--- src/rtl/ptmr_pkg.sv ---
package ptmr_pkg;
  localparam int CTL_OE   = 0;
  localparam int CTL_RUN  = 6;
  localparam int CTL_CLR  = 7;
  localparam int CTL_MODE = 8;

  typedef enum logic [1:0] {
    SEL_CTL  = 2'd0,
    SEL_PRD  = 2'd1,
    SEL_CNT  = 2'd2,
    SEL_NONE = 2'd3
  } reg_sel_e;

  typedef struct packed {
    logic mode;
    logic run;
    logic oe;
  } ctl_t;
endpackage

--- src/rtl/ptmr_regs.sv ---
module ptmr_regs
  import ptmr_pkg::*;
#(
  parameter int W  = 32,
  parameter int AW = 4
) (
  input  logic          clk,
  input  logic          rst,
  input  logic          bus_wr,
  input  logic [AW-1:0] bus_addr,
  input  logic [W-1:0]  bus_wdata,
  input  logic [W-1:0]  cnt_val,
  output ctl_t          ctl,
  output logic [W-1:0]  prd_shadow,
  output logic          clr,
  output logic          cnt_ld,
  output logic [W-1:0]  cnt_ld_val,
  output logic [W-1:0]  bus_rdata
);
  reg_sel_e sel;
  logic     in_range;

  // Word registers at 0x0/0x4/0x8; upper and low byte-lane bits must be zero.
  always_comb begin
    in_range = ((bus_addr >> 4) == '0) && (bus_addr[1:0] == 2'b00);
    sel      = in_range ? reg_sel_e'(bus_addr[3:2]) : SEL_NONE;
  end

  assign clr        = bus_wr && (sel == SEL_CTL) && bus_wdata[CTL_CLR];
  assign cnt_ld     = bus_wr && (sel == SEL_CNT);
  assign cnt_ld_val = bus_wdata;

  always_ff @(posedge clk) begin
    if (rst) begin
      ctl        <= '0;
      prd_shadow <= '0;
    end else if (bus_wr) begin
      if (sel == SEL_CTL) begin
        ctl.oe   <= bus_wdata[CTL_OE];
        ctl.run  <= bus_wdata[CTL_RUN];
        ctl.mode <= bus_wdata[CTL_MODE];
      end
      if (sel == SEL_PRD) prd_shadow <= bus_wdata;
    end
  end

  logic [W-1:0] rd_mux;
  always_comb begin
    rd_mux = '0;
    case (sel)
      SEL_CTL: begin
        rd_mux[CTL_OE]   = ctl.oe;
        rd_mux[CTL_RUN]  = ctl.run;
        rd_mux[CTL_MODE] = ctl.mode;
      end
      SEL_PRD: rd_mux = prd_shadow;
      SEL_CNT: rd_mux = cnt_val;
      default: rd_mux = '0;
    endcase
  end

  always_ff @(posedge clk) begin
    if (rst) bus_rdata <= '0;
    else     bus_rdata <= rd_mux;
  end

  // period register follows an accepted write on the next cycle
  assert_prd_write_R2: assert property (@(posedge clk) disable iff (rst)
    (bus_wr && sel == SEL_PRD) |=> (prd_shadow == $past(bus_wdata)));
endmodule

--- src/rtl/ptmr_prescale.sv ---
module ptmr_prescale #(
  parameter int DIV = 4
) (
  input  logic clk,
  input  logic rst,
  input  logic run,
  input  logic clr,
  output logic tick
);
  generate
    if (DIV <= 1) begin : g_nodiv
      assign tick = run && !clr;
    end else begin : g_div
      localparam int PW = $clog2(DIV);
      localparam logic [PW-1:0] LAST = PW'(DIV - 1);
      logic [PW-1:0] pre;

      always_ff @(posedge clk) begin
        if (rst || clr)  pre <= '0;
        else if (run)    pre <= (pre == LAST) ? '0 : pre + 1'b1;
      end

      assign tick = run && !clr && (pre == LAST);

      // phase frozen while stopped
      assert_pre_hold_R9: assert property (@(posedge clk) disable iff (rst)
        (!run && !clr) |=> $stable(pre));
      // ticks never on consecutive clocks
      assert_tick_spacing_R3: assert property (@(posedge clk) disable iff (rst)
        tick |=> !tick);
    end
  endgenerate
endmodule

--- src/rtl/ptmr_core.sv ---
module ptmr_core #(
  parameter int W = 32
) (
  input  logic         clk,
  input  logic         rst,
  input  logic         run,
  input  logic         tick,
  input  logic         clr,
  input  logic         cnt_ld,
  input  logic [W-1:0] cnt_ld_val,
  input  logic [W-1:0] prd_shadow,
  output logic [W-1:0] cnt,
  output logic         irq,
  output logic         tog,
  output logic         pls
);
  localparam int W1 = W + 1;

  logic [W-1:0]  prd_act;
  logic [W1-1:0] cnt_next;
  logic          reached;
  logic          evt;

  always_comb begin
    cnt_next = {1'b0, cnt} + W1'(1);
    reached  = cnt_next >= {1'b0, prd_act};
    evt      = tick && reached && !clr && !cnt_ld;
  end

  always_ff @(posedge clk) begin
    if (rst) begin
      cnt <= '0;
    end else if (clr) begin
      cnt <= '0;
    end else if (cnt_ld) begin
      cnt <= cnt_ld_val;
    end else if (tick) begin
      cnt <= reached ? '0 : cnt_next[W-1:0];
    end
  end

  // Active period: follows the shadow while stopped or on clear, else at events.
  always_ff @(posedge clk) begin
    if (rst)                   prd_act <= '0;
    else if (!run || clr || evt) prd_act <= prd_shadow;
  end

  always_ff @(posedge clk) begin
    if (rst) begin
      irq <= 1'b0;
      tog <= 1'b0;
      pls <= 1'b0;
    end else begin
      irq <= evt;
      if (clr) begin
        tog <= 1'b0;
        pls <= 1'b0;
      end else begin
        if (evt)       tog <= !tog;
        if (evt)       pls <= 1'b1;
        else if (tick) pls <= 1'b0;
      end
    end
  end

  // counter frozen when stopped and not written
  assert_cnt_hold_R9: assert property (@(posedge clk) disable iff (rst)
    (!run && !clr && !cnt_ld) |=> $stable(cnt));
  // interrupt coincides with a counter that has just wrapped
  assert_wrap_zero_R4: assert property (@(posedge clk) disable iff (rst)
    irq |-> (cnt == '0));
  // toggle state moves only together with an interrupt
  assert_tog_evt_R6: assert property (@(posedge clk) disable iff (rst)
    (!$stable(tog) && !$past(clr)) |-> irq);
endmodule

--- src/rtl/periodic_timer.sv ---
module periodic_timer
  import ptmr_pkg::*;
#(
  parameter int W   = 32,
  parameter int AW  = 4,
  parameter int DIV = 4
) (
  input  logic          clk,
  input  logic          rst,
  input  logic          bus_wr,
  input  logic [AW-1:0] bus_addr,
  input  logic [W-1:0]  bus_wdata,
  output logic [W-1:0]  bus_rdata,
  output logic          irq,
  output logic          tout
);
  ctl_t         ctl;
  logic [W-1:0] prd_shadow;
  logic         clr;
  logic         cnt_ld;
  logic [W-1:0] cnt_ld_val;
  logic [W-1:0] cnt;
  logic         tick;
  logic         tog;
  logic         pls;

  ptmr_regs #(.W(W), .AW(AW)) u_regs (
    .clk(clk), .rst(rst), .bus_wr(bus_wr), .bus_addr(bus_addr),
    .bus_wdata(bus_wdata), .cnt_val(cnt), .ctl(ctl), .prd_shadow(prd_shadow),
    .clr(clr), .cnt_ld(cnt_ld), .cnt_ld_val(cnt_ld_val), .bus_rdata(bus_rdata)
  );

  ptmr_prescale #(.DIV(DIV)) u_pre (
    .clk(clk), .rst(rst), .run(ctl.run), .clr(clr), .tick(tick)
  );

  ptmr_core #(.W(W)) u_core (
    .clk(clk), .rst(rst), .run(ctl.run), .tick(tick), .clr(clr),
    .cnt_ld(cnt_ld), .cnt_ld_val(cnt_ld_val), .prd_shadow(prd_shadow),
    .cnt(cnt), .irq(irq), .tog(tog), .pls(pls)
  );

  always_ff @(posedge clk) begin
    if (rst) tout <= 1'b0;
    else     tout <= ctl.oe && (ctl.mode ? tog : pls);
  end

  // disabled output stays low
  assert_oe_low_R8: assert property (@(posedge clk) disable iff (rst)
    !ctl.oe |=> !tout);
  // interrupt is a single-cycle pulse
  assert_irq_single_R5: assert property (@(posedge clk) disable iff (rst)
    irq |=> !irq);
endmodule

--- config.mk ---
export PLATFORM = sky130hd
export DESIGN_NAME = periodic_timer
export DESIGN_NICKNAME = d
export VERILOG_FILES = /design/src/rtl/ptmr_pkg.sv /design/src/rtl/ptmr_regs.sv /design/src/rtl/ptmr_prescale.sv /design/src/rtl/ptmr_core.sv /design/src/rtl/periodic_timer.sv
export SDC_FILE = /design/constraint.sdc
export NUM_CORES = 1
export LEC_CHECK = 0
export BUFFER_PORTS_ARGS = -buffer_cell sky130_fd_sc_hd__buf_4
export CORE_ASPECT_RATIO = 1.2
export CORE_MARGIN = 2
export CORE_UTILIZATION = 45
export CTS_CLUSTER_SIZE = 8
export DETAILED_ROUTE_END_ITERATION = 8
export PLACE_DENSITY = 0.62
export SKIP_LAST_GASP = 1
export SLEW_MARGIN = 25
export SYNTH_ARGS = -nofsm -noshare
export SYNTH_HDL_FRONTEND = slang
export SYNTH_SLANG_ARGS = --single-unit
export TNS_END_PERCENT = 5
--- constraint.sdc ---
create_clock -name clk -period 5.4 [get_ports clk]
set_input_delay 0.54 -clock clk [delete_from_list [all_inputs] [get_ports clk]]
set_output_delay 0.54 -clock clk [all_outputs]
set_load 0.1 [all_outputs]
==> flow_summary.json, run 1 <==
{
  "area_growth_pct": 17.83,
  "wl_per_cell_microns": 17.13,
  "hold_violations": 0,
  "fin_skew_ns": 0.01047,
  "max_freq_mhz": 204.2,
  "cts-root-buf": "clkbuf_16",
  "synthFlopType": "dfxtp_1",
  "maxCapViolations": 0,
  "p_int_uw": 1844,
  "p_comb_share_pct": 7.4,
  "die_x_microns": 115.2,
  "critPathRequiredTime_ns": 5.74,
  "start_util_pct": 46.14,
  "netlist_area_sq_um": 6679,
  "synth_common_cells": "nand2_1, dfxtp_1, nor2_1",
  "synth_most_common_cell": "nand2_1",
  "ys_ff_latch": 137,
  "yosys.area.top_type": "dfxtp_1",
  "drc": 0,
  "num_io_pins": 73,
  "p_sw_share_pct": 23.09,
  "power.share.clock_pct": 49.3,
  "rsz0062_at_grt": "no",
  "die_height_microns": 137.5,
  "hold_path_class": "input port to register",
  "num_rows": 48,
  "drt_iter0_markers": 430,
  "worstPathCellList": "ha_1 -> nand3_1 -> nor4_2 -> and2_1 -> and4_1 -> xor2_1 -> ha_1 -> a21oi_1 -> o21ai_1 -> a221oi_1 -> o21ai_1 -> a41o_4 -> nor4_4 -> buf_4 -> nand2_1 -> a31oi_1",
  "htree_levels": 4,
  "total_power_uw": 2398,
  "cts.sinks": 137,
  "path_clk_slew_ns": 0.06,
  "drive_gt1_share_pct": 14.55,
  "core_sq_um": 14470,
  "place_congestion": 0.9019,
  "overflow": 0,
  "crit_family": "simple AND/OR/NAND/NOR gates",
  "multi_input_area_sq_um": 3540,
  "finalWirelength_mm": 18.14,
  "ir_drop_mv": 0.1860,
  "critPathBufInv": 1,
  "yosys.area.top_type_share_pct": 41.06,
  "yosys_warnings": 0,
  "antenna_found_initial": 0,
  "ant_nets": 0,
  "regArea_sq_um": 2743,
  "powerDensity_nw_per_um2": 304.7,
  "critPathMaxStageDelay_ns": 0.59,
  "worst_pin_slew_ns": 0.9704,
  "power.leakage_uw": 0.003153,
  "fin_crit_ns": 4.898,
  "critPathLaunchType": "register",
  "track_usage_pct": 23.93,
  "num_antenna_cells": 0,
  "die_area_sq_um": 15840,
  "layout_worst_path_cycle_share_pct": 90.71,
  "synth_edf_count": 0,
  "syn-num-nets": 877,
  "cts_resized": 0,
  "drt-pass1-iter-count": 7,
  "netlist_top_cells_area": "dfxtp_1, nand2_1, ha_1",
  "ys_async_sr_fraction_pct": 0,
  "synth_cell_types": 52,
  "num_vias": 5967,
  "synthCells": 800,
  "grt_pass1_wl_mm": 29.37,
  "avgSynthCellArea_sq_um": 8.349,
  "worstPathMaxFanout": 16,
  "critical_path_class": "register to register",
  "fillCellCount": 1355,
  "tritoncts": "built",
  "seq_power_share_pct": 43.3,
  "dpl.hpwl_mm": 11.99,
  "io_buffers": 72,
  "ys_seq_area_share_pct": 41.06,
  "cp.arrival_ns": 5.24,
  "grt_pass1_vias": 5894,
  "via_per_inst": 5.635,
  "fin_nets": 925,
  "slew_viol_final": 0,
  "cp_slowest_cell": "nor4_2",
  "clockBufferDepth": 2,
  "setup_violations": 0,
  "slew_headroom_pct": 35.31,
  "run_status": "finished, final reports clean",
  "grt_max_degree": 76,
  "clock_latency_ns": 0.43,
  "postCtsSetupBuffers": 0,
  "hold_buffers": 0,
  "cts_buffers": 17,
  "cp-end-kind": "register",
  "setup_tns_ns": 0,
  "netSwitchingPower_uw": 553.7
}
sequential cells by signal, summed over array words and instances, names as in the netlist:
signal             cells
tout                   1
u_core.cnt            32
u_core.irq             1
u_core.pls             1
u_core.prd_act        32
u_core.tog             1
u_pre.g_div.pre        2
u_regs.bus_rdata      32
u_regs.ctl             3
u_regs.prd_shadow     32
through the flow:
step           setup WS (ns)  hold slack, ns  utilization (%)  instance area (sq um)  cells
2_1_floorplan          1.645          0.4357                -                   6679    800
3_3_place_gp          0.5738          0.4444            50.27                   7276   1029
3_5_place_dp          0.4465          0.4655            50.27                   7276   1029
4_1_cts               0.4253          0.3320            54.37                   7870   1059
5_1_grt              0.06092          0.3583            54.37                   7870   1059
6_report              0.5019          0.3495            54.37                   7870   1059
layout make-up:
cell class / count / share of cell area [%]
multi-input combinational: 575 / 44.98
sequential: 137 / 34.85
timing repair buffer: 81 / 7.727
clock buffer: 22 / 6.025
tap: 200 / 3.180
inverter: 36 / 1.717
clock inverter: 8 / 1.526
kinds of logic after synthesis:
| group | after synthesis | synth area share [%] |
|---|---|---|
| buffers and inverters | 88 | 5.939 |
| xor gates and xnor gates | 30 | 3.934 |
| AOI/OAI and AO/OA | 145 | 14.50 |
| DFF | 137 | 41.06 |
| muxes | 35 | 5.245 |
| and+or+nand+nor | 327 | 22.20 |
| adders and majority gates | 38 | 7.119 |
path summary, 6_finish.rpt:
kind / startpoint / end / slack, ns / cells past startpoint
hold reg to reg: u_regs.prd_shadow[16]$_SDFFE_PP0P_ / u_regs.prd_shadow[16]$_SDFFE_PP0P_ / 0.47 / 2
setup / recovery: u_core.cnt[0]$_SDFFE_PP0P_ / u_core.cnt[25]$_SDFFE_PP0P_ / 0.50 / 16
setup reg to reg: u_core.cnt[0]$_SDFFE_PP0P_ / u_core.cnt[25]$_SDFFE_PP0P_ / 0.50 / 16
hold / removal: bus_wdata[2] / u_core.cnt[2]$_SDFFE_PP0P_ / 0.35 / 3
worst reg2reg max path, cell delays in order, from the launching register on:
cell	delay, ns
dfxtp_1	0.45
ha_1	0.24
nand3_1	0.24
nor4_2	0.59
and2_1	0.31
and4_1	0.22
xor2_1	0.22
ha_1	0.29
a21oi_1	0.13
o21ai_1	0.11
a221oi_1	0.26
o21ai_1	0.19
a41o_4	0.32
nor4_4	0.59
buf_4	0.36
nand2_1	0.12
a31oi_1	0.14
layer usage:
| metal | up-vias | GRT usage [%] | share of wire, % |
|---|---|---|---|
| li1 | 2855 | - | - |
| met1 | 2854 | 29.65 | 43 |
| met2 | 226 | 40.03 | 48 |
| met3 | 32 | 4.355 | 5.9 |
| met4 | 0 | 11.65 | 2.7 |
| met5 | - | 0 | 0 |
placed cells by master, fill, tap and decap left out, types with 3 or more instances in the layout:
cell and n:
a21oi_1 55, a222oi_1 3, a22oi_1 29, a31oi_1 30, and2_1 4, and3_1 6
and4_1 4, buf_4 81, bufinv_16 3, clkbuf_16 17, clkbuf_8 3, clkinv_2 3
dfxtp_1 137, ha_1 38, inv_1 36, mux2i_1 35, nand2_1 148, nand3_1 39
nand4_1 11, nor2_1 84, nor2b_1 3, nor3_1 8, nor3b_1 3, o21ai_0 8
o21ai_1 3, xnor2_1 21, xor2_1 9
power groups by stage:
stage / Sequential (uW) / Clock (uW) / Combinational [uW]
after detailed placement: 1060 / 0 / 175
after global routing: 1040 / 1240 / 193
after floorplan: 1060 / 0 / 113
after CTS: 1040 / 1200 / 176
final: 1040 / 1180 / 177
after global placement: 1060 / 0 / 173
No activity file was read; power rests on OpenSTA's default activity.
==> run 2: changes to the inputs <==
--- a/config.mk
+++ b/config.mk
@@ -5,13 +5,13 @@
 export SDC_FILE = /design/constraint.sdc
 export NUM_CORES = 1
 export LEC_CHECK = 0
-export BUFFER_PORTS_ARGS = -buffer_cell sky130_fd_sc_hd__buf_4
 export CORE_ASPECT_RATIO = 1.2
 export CORE_MARGIN = 2
 export CORE_UTILIZATION = 45
 export CTS_CLUSTER_SIZE = 8
 export DETAILED_ROUTE_END_ITERATION = 8
-export PLACE_DENSITY = 0.62
+export DONT_BUFFER_PORTS = 1
+export PLACE_DENSITY = 0.58
 export SKIP_LAST_GASP = 1
 export SLEW_MARGIN = 25
 export SYNTH_ARGS = -nofsm -noshare
==> flow_summary.json, run 2 (synthesis results as in run 1) <==
{
  "maxCapViolations": 0,
  "reg2reg_from": "u_core.cnt[4]$_SDFFE_PP0P_",
  "cp-end-kind": "register",
  "dp_slack_ns": 0.6991,
  "overflow": 0,
  "num_vias": 5581,
  "fin_crit_ns": 4.716,
  "grt_pass1_vias": 5631,
  "multi_input_area_sq_um": 3545,
  "rsz0062_at_grt": "no",
  "drt-pass1-iter-count": 7,
  "htree_levels": 4,
  "whs_endpoint": "u_regs.prd_shadow[3]$_SDFFE_PP0P_",
  "finalWirelength_mm": 17.59,
  "layout_commonest_cell": "nand2_1",
  "fillCellCount": 1377,
  "final_cell_mix": "nand2_1, dfxtp_1, nor2_1",
  "die_x_microns": 115.2,
  "critPathLaunchType": "register",
  "wl_per_cell_microns": 17.78,
  "layout_worst_path_cycle_share_pct": 87.34,
  "dpl.hpwl_mm": 11.81,
  "io_buffers": 0,
  "r2r_cells": 15,
  "critPathMaxStageDelay_ns": 0.61,
  "critical_path_class": "register to register",
  "regArea_sq_um": 2743,
  "cts_resized": 0,
  "fin_nets": 854,
  "grt_max_degree": 76,
  "cts_buffers": 17,
  "drive_gt1_share_pct": 6.971,
  "track_usage_pct": 23.61,
  "drt_iter0_markers": 329,
  "hold_buffers": 0,
  "powerDensity_nw_per_um2": 312.2,
  "max_freq_mhz": 212.0,
  "clock_latency_ns": 0.42,
  "via_per_inst": 5.643,
  "place_congestion": 0.9236,
  "hold_path_depth": 1,
  "num_antenna_cells": 0,
  "placed_cells": 958,
  "hold_violations": 0,
  "area_growth_pct": 9.404,
  "r2r_slack_ns": 0.68,
  "slew_viol_final": 0,
  "slew_headroom_pct": 36.14,
  "fin_skew_ns": 0.01134,
  "die_area_sq_um": 15840,
  "clockBufferDepth": 2,
  "critPathBufInv": 0,
  "reg2reg_to": "u_core.prd_act[18]$_SDFFE_PP0P_",
  "worstPathMaxFanout": 32,
  "hold_path_class": "input port to register",
  "stdcell_count": 989,
  "worstSetupPathDepth": 15,
  "cts-root-buf": "clkbuf_16",
  "worstPathCellList": "nand4_1 -> nor3_2 -> nand3_1 -> nand3b_1 -> nor2_1 -> xor2_1 -> ha_1 -> nand3_1 -> nor4_1 -> nand2_1 -> nor3_1 -> a2111oi_4 -> nor2_8 -> mux2i_1 -> nor2_1",
  "power.leakage_uw": 0.002771,
  "setup_violations": 0,
  "crit_family": "simple AND/OR/NAND/NOR gates",
  "cp.arrival_ns": 5.02,
  "start_util_pct": 46.14,
  "cts.sinks": 137,
  "setup_tns_ns": 0,
  "drc": 0,
  "ant_nets": 0,
  "tritoncts": "built",
  "cp_slowest_cell": "nor2_8",
  "antenna_found_initial": 0,
  "ir_drop_mv": 0.1964,
  "worst_pin_slew_ns": 0.9566,
  "grt_pass1_wl_mm": 28.97,
  "hold_start": "rst",
  "postCtsSetupBuffers": 0,
  "run_status": "finished, final reports clean",
  "num_rows": 48,
  "num_io_pins": 73,
  "critPathRequiredTime_ns": 5.71,
  "worst_slack_ns": 0.6839,
  "die_height_microns": 137.5,
  "core_sq_um": 14470,
  "path_clk_slew_ns": 0.06
}
==> run 2: changes by cell type in the layout (fill, tap and decap cells not counted), sizes merged <==
cell / previous run / this run
clkinvlp: 2 / 3
bufinv: 3 / 1
buf: 81 / 10
clkbuf: 22 / 24
==> run 2: layout make-up <==
type	count	area share [%]
clock buffers	24	6.729
repair buffers	10	1.027
multi-input cells	575	48.51
well taps	200	3.425
flip-flops and latches	137	37.53
inverters	36	1.849
clock inverters	7	0.9247
==> run 2: worst register-to-register path, cell delays in order, from the launching register on <==
cell       delay (ns)
dfxtp_1          0.52
nand4_1          0.29
nor3_2           0.34
nand3_1          0.29
nand3b_1         0.36
nor2_1           0.18
xor2_1           0.10
ha_1             0.31
nand3_1          0.11
nor4_1           0.45
nand2_1          0.16
nor3_1           0.37
a2111oi_4        0.15
nor2_8           0.61
mux2i_1          0.30
nor2_1           0.06
==> run 2: power breakdown <==
part           total [uW]  internal (uW)  switching (uW)
Sequential           1040           1020            16.0
Clock                1110            677             428
Combinational         136           48.1            87.6
==> run 2: how the worst max path moves through the flow <==
stage                                       to                       start  slack [ns]
2_1_floorplan      u_core.cnt[12]$_SDFFE_PP0P_  u_core.cnt[0]$_SDFFE_PP0P_        1.65
5_1_grt        u_core.prd_act[18]$_SDFFE_PP0P_  u_core.cnt[4]$_SDFFE_PP0P_        0.32
6_report       u_core.prd_act[18]$_SDFFE_PP0P_  u_core.cnt[4]$_SDFFE_PP0P_        0.68
4_1_cts         u_core.prd_act[5]$_SDFFE_PP0P_  u_core.cnt[4]$_SDFFE_PP0P_        0.72
3_5_place_dp    u_core.prd_act[5]$_SDFFE_PP0P_  u_core.cnt[4]$_SDFFE_PP0P_        0.70
3_3_place_gp   u_core.prd_act[17]$_SDFFE_PP0P_  u_core.cnt[4]$_SDFFE_PP0P_        0.86
==> run 2: per-layer routing <==
layer	global-route usage, %	wire [microns]
met5	0	0
met4	10.84	489
met3	5.763	977
met2	39.08	8458
met1	28.92	7662
==> run 2: stage by stage <==
step                area (sq um)  hold WS (ns)  utilization (%)  power, uW
floorplan                   6679        0.4357                -       1169
global placement            6743        0.4483            46.59       1194
detailed placement          6743        0.4507            46.59       1196
CTS                         7302        0.1612            50.45       2304
global route                7307        0.1630            50.48       2362
finish                      7307        0.1800            50.48       2281
==> run 3: changes to the inputs <==
--- a/config.mk
+++ b/config.mk
@@ -5,7 +5,7 @@
 export SDC_FILE = /design/constraint.sdc
 export NUM_CORES = 1
 export LEC_CHECK = 0
-export CORE_ASPECT_RATIO = 1.2
+export CORE_ASPECT_RATIO = 1.5
 export CORE_MARGIN = 2
 export CORE_UTILIZATION = 45
 export CTS_CLUSTER_SIZE = 8
==> flow_summary.json, run 3 (synthesis results as in run 1) <==
{
  "run_status": "finished, final reports clean",
  "fin_nets": 853,
  "drt-pass1-iter-count": 6,
  "max_freq_mhz": 209.3,
  "drive_gt1_share_pct": 7.107,
  "wl_met1_mm": 7.074,
  "postCtsSetupBuffers": 0,
  "critPathRequiredTime_ns": 5.70,
  "worst_pin_slew_ns": 0.9475,
  "fillCellCount": 1379,
  "critical_path_class": "register to register",
  "drt_iter0_markers": 318,
  "num_antenna_cells": 0,
  "num_rows": 54,
  "die_x_microns": 103.5,
  "ir_drop_mv": 0.1781,
  "power.share.clock_pct": 52.1,
  "cts-root-buf": "clkbuf_16",
  "layout_worst_path_cycle_share_pct": 88.47,
  "worst_slack_ns": 0.6225,
  "num_io_pins": 73,
  "slew_viol_final": 0,
  "track_usage_pct": 23.40,
  "dpl.hpwl_mm": 12.08,
  "netSwitchingPower_uw": 544.6,
  "p_sw_share_pct": 22.16,
  "antenna_found_initial": 0,
  "cp.arrival_ns": 5.08,
  "powerDensity_nw_per_um2": 333.0,
  "ant_nets": 0,
  "grt_pass1_wl_mm": 28.82,
  "critPathMaxStageDelay_ns": 0.63,
  "dp_slack_ns": 0.6507,
  "p_int_uw": 1913,
  "fin_crit_ns": 4.777,
  "finalWirelength_mm": 17.87,
  "power.leakage_uw": 0.002821,
  "cp_slowest_cell": "nor2_8",
  "p_comb_share_pct": 5.6,
  "grt_max_degree": 76,
  "slew_headroom_pct": 36.75,
  "layout_commonest_cell": "nand2_1",
  "drc": 0,
  "via_per_inst": 5.647,
  "cp-end-kind": "register",
  "setup_violations": 0,
  "cts_buffers": 17,
  "hold_buffers": 0,
  "fin_skew_ns": 0.01460,
  "reg2reg_from": "u_core.cnt[0]$_SDFFE_PP0P_",
  "clock_latency_ns": 0.42,
  "rsz0062_at_grt": "no",
  "core_sq_um": 14530,
  "wl_met2_mm": 9.478,
  "die_area_sq_um": 15850,
  "wl_per_cell_microns": 18.16,
  "setup_tns_ns": 0,
  "critPathLaunchType": "register",
  "num_vias": 5557,
  "start_util_pct": 45.98,
  "cts_resized": 0,
  "seq_power_share_pct": 42.3,
  "cts.sinks": 137,
  "worstPathMaxFanout": 32,
  "highest_layer": "met4",
  "wl_met3_microns": 953,
  "path_clk_slew_ns": 0.06,
  "hold_start": "rst",
  "htree_levels": 4,
  "worstPathCellList": "ha_1 -> nand3_1 -> nor4_2 -> and2_1 -> nand3_1 -> xnor2_1 -> ha_1 -> nand4_1 -> nor4_1 -> nand2_1 -> nor3_1 -> a2111oi_4 -> nor2_8 -> mux2i_1 -> nor2_1",
  "cp-startpoint": "u_core.cnt[0]$_SDFFE_PP0P_",
  "io_buffers": 0,
  "tritoncts": "built",
  "grt_pass1_vias": 5667,
  "area_growth_pct": 10.49,
  "hold_path_class": "input port to register",
  "die_height_microns": 153.2,
  "final_cell_mix": "nand2_1, dfxtp_1, nor2_1",
  "clockBufferDepth": 2,
  "maxCapViolations": 0,
  "hold_violations": 0,
  "place_congestion": 0.8318,
  "overflow": 0
}
[run 3: changes by cell type in the layout (fill, tap and decap cells not counted), moves of 2 or more]
cell,before,now
clkbuf_1,3,0
bufinv_16,1,5
clkinv_4,0,2
clkinvlp_4,3,0
clkbuf_8,4,2
[run 3: worst max-delay path, delay by kind of cell (launching register included)]
kind / cells / cell delay [ns]
compound gates: 1 / 0.15
xor+xnor: 1 / 0.17
mux: 1 / 0.27
fa+ha+maj: 2 / 0.56
flops: 1 / 0.46
simple gates: 10 / 3.05
[run 3: final cells by class]
cell class                 instances  area (sq um)  share of cell area [%]
multi-input combinational        575          3540                   47.97
clock inverter                    12         196.4                   2.662
sequential                       137          2743                   37.17
clock buffer                      19         452.9                   6.138
inverter                          36         135.1                   1.831
timing repair buffer               9         67.56                  0.9156
tap                              196         245.2                   3.323
[run 3: power groups by stage]
stage	sequential [uW]	clock (uW)	combinational [uW]
finish	1040	1280	137
global route	1040	1340	152
CTS	1040	1300	136
detailed placement	1060	0	135
global placement	1060	0	132
floorplan	1060	0	113
[run 3: worst paths after layout]
path / end / slack (ns) / depth (start not counted)
worst max-delay path: u_core.prd_act[17]$_SDFFE_PP0P_ / 0.62 / 15
worst min-delay path: u_core.prd_act[2]$_SDFFE_PP0P_ / 0.18 / 1
worst max register to register: u_core.prd_act[17]$_SDFFE_PP0P_ / 0.62 / 15
worst min register to register: u_core.pls$_SDFFE_PP0P_ / 0.46 / 2
[run 3: through the flow]
step / cells / hold slack (ns) / area, sq um / util, % / power [uW]
final: 984 / 0.1804 / 7380 / 50.80 / 2457
after global routing: 984 / 0.1749 / 7380 / 50.80 / 2536
after CTS: 984 / 0.1718 / 7380 / 50.80 / 2475
after detailed placement: 953 / 0.4544 / 6730 / 46.33 / 1197
after global placement: 953 / 0.4442 / 6730 / 46.33 / 1194
after floorplan: 800 / 0.4357 / 6679 / - / 1169
[run 3: layer usage]
layer / GRT usage (%) / vias up
met2: 41.84 / 166
met4: 8.020 / 0
met3: 4.984 / 31
li1: - / 2699
met1: 26.78 / 2661
met5: 0 / -
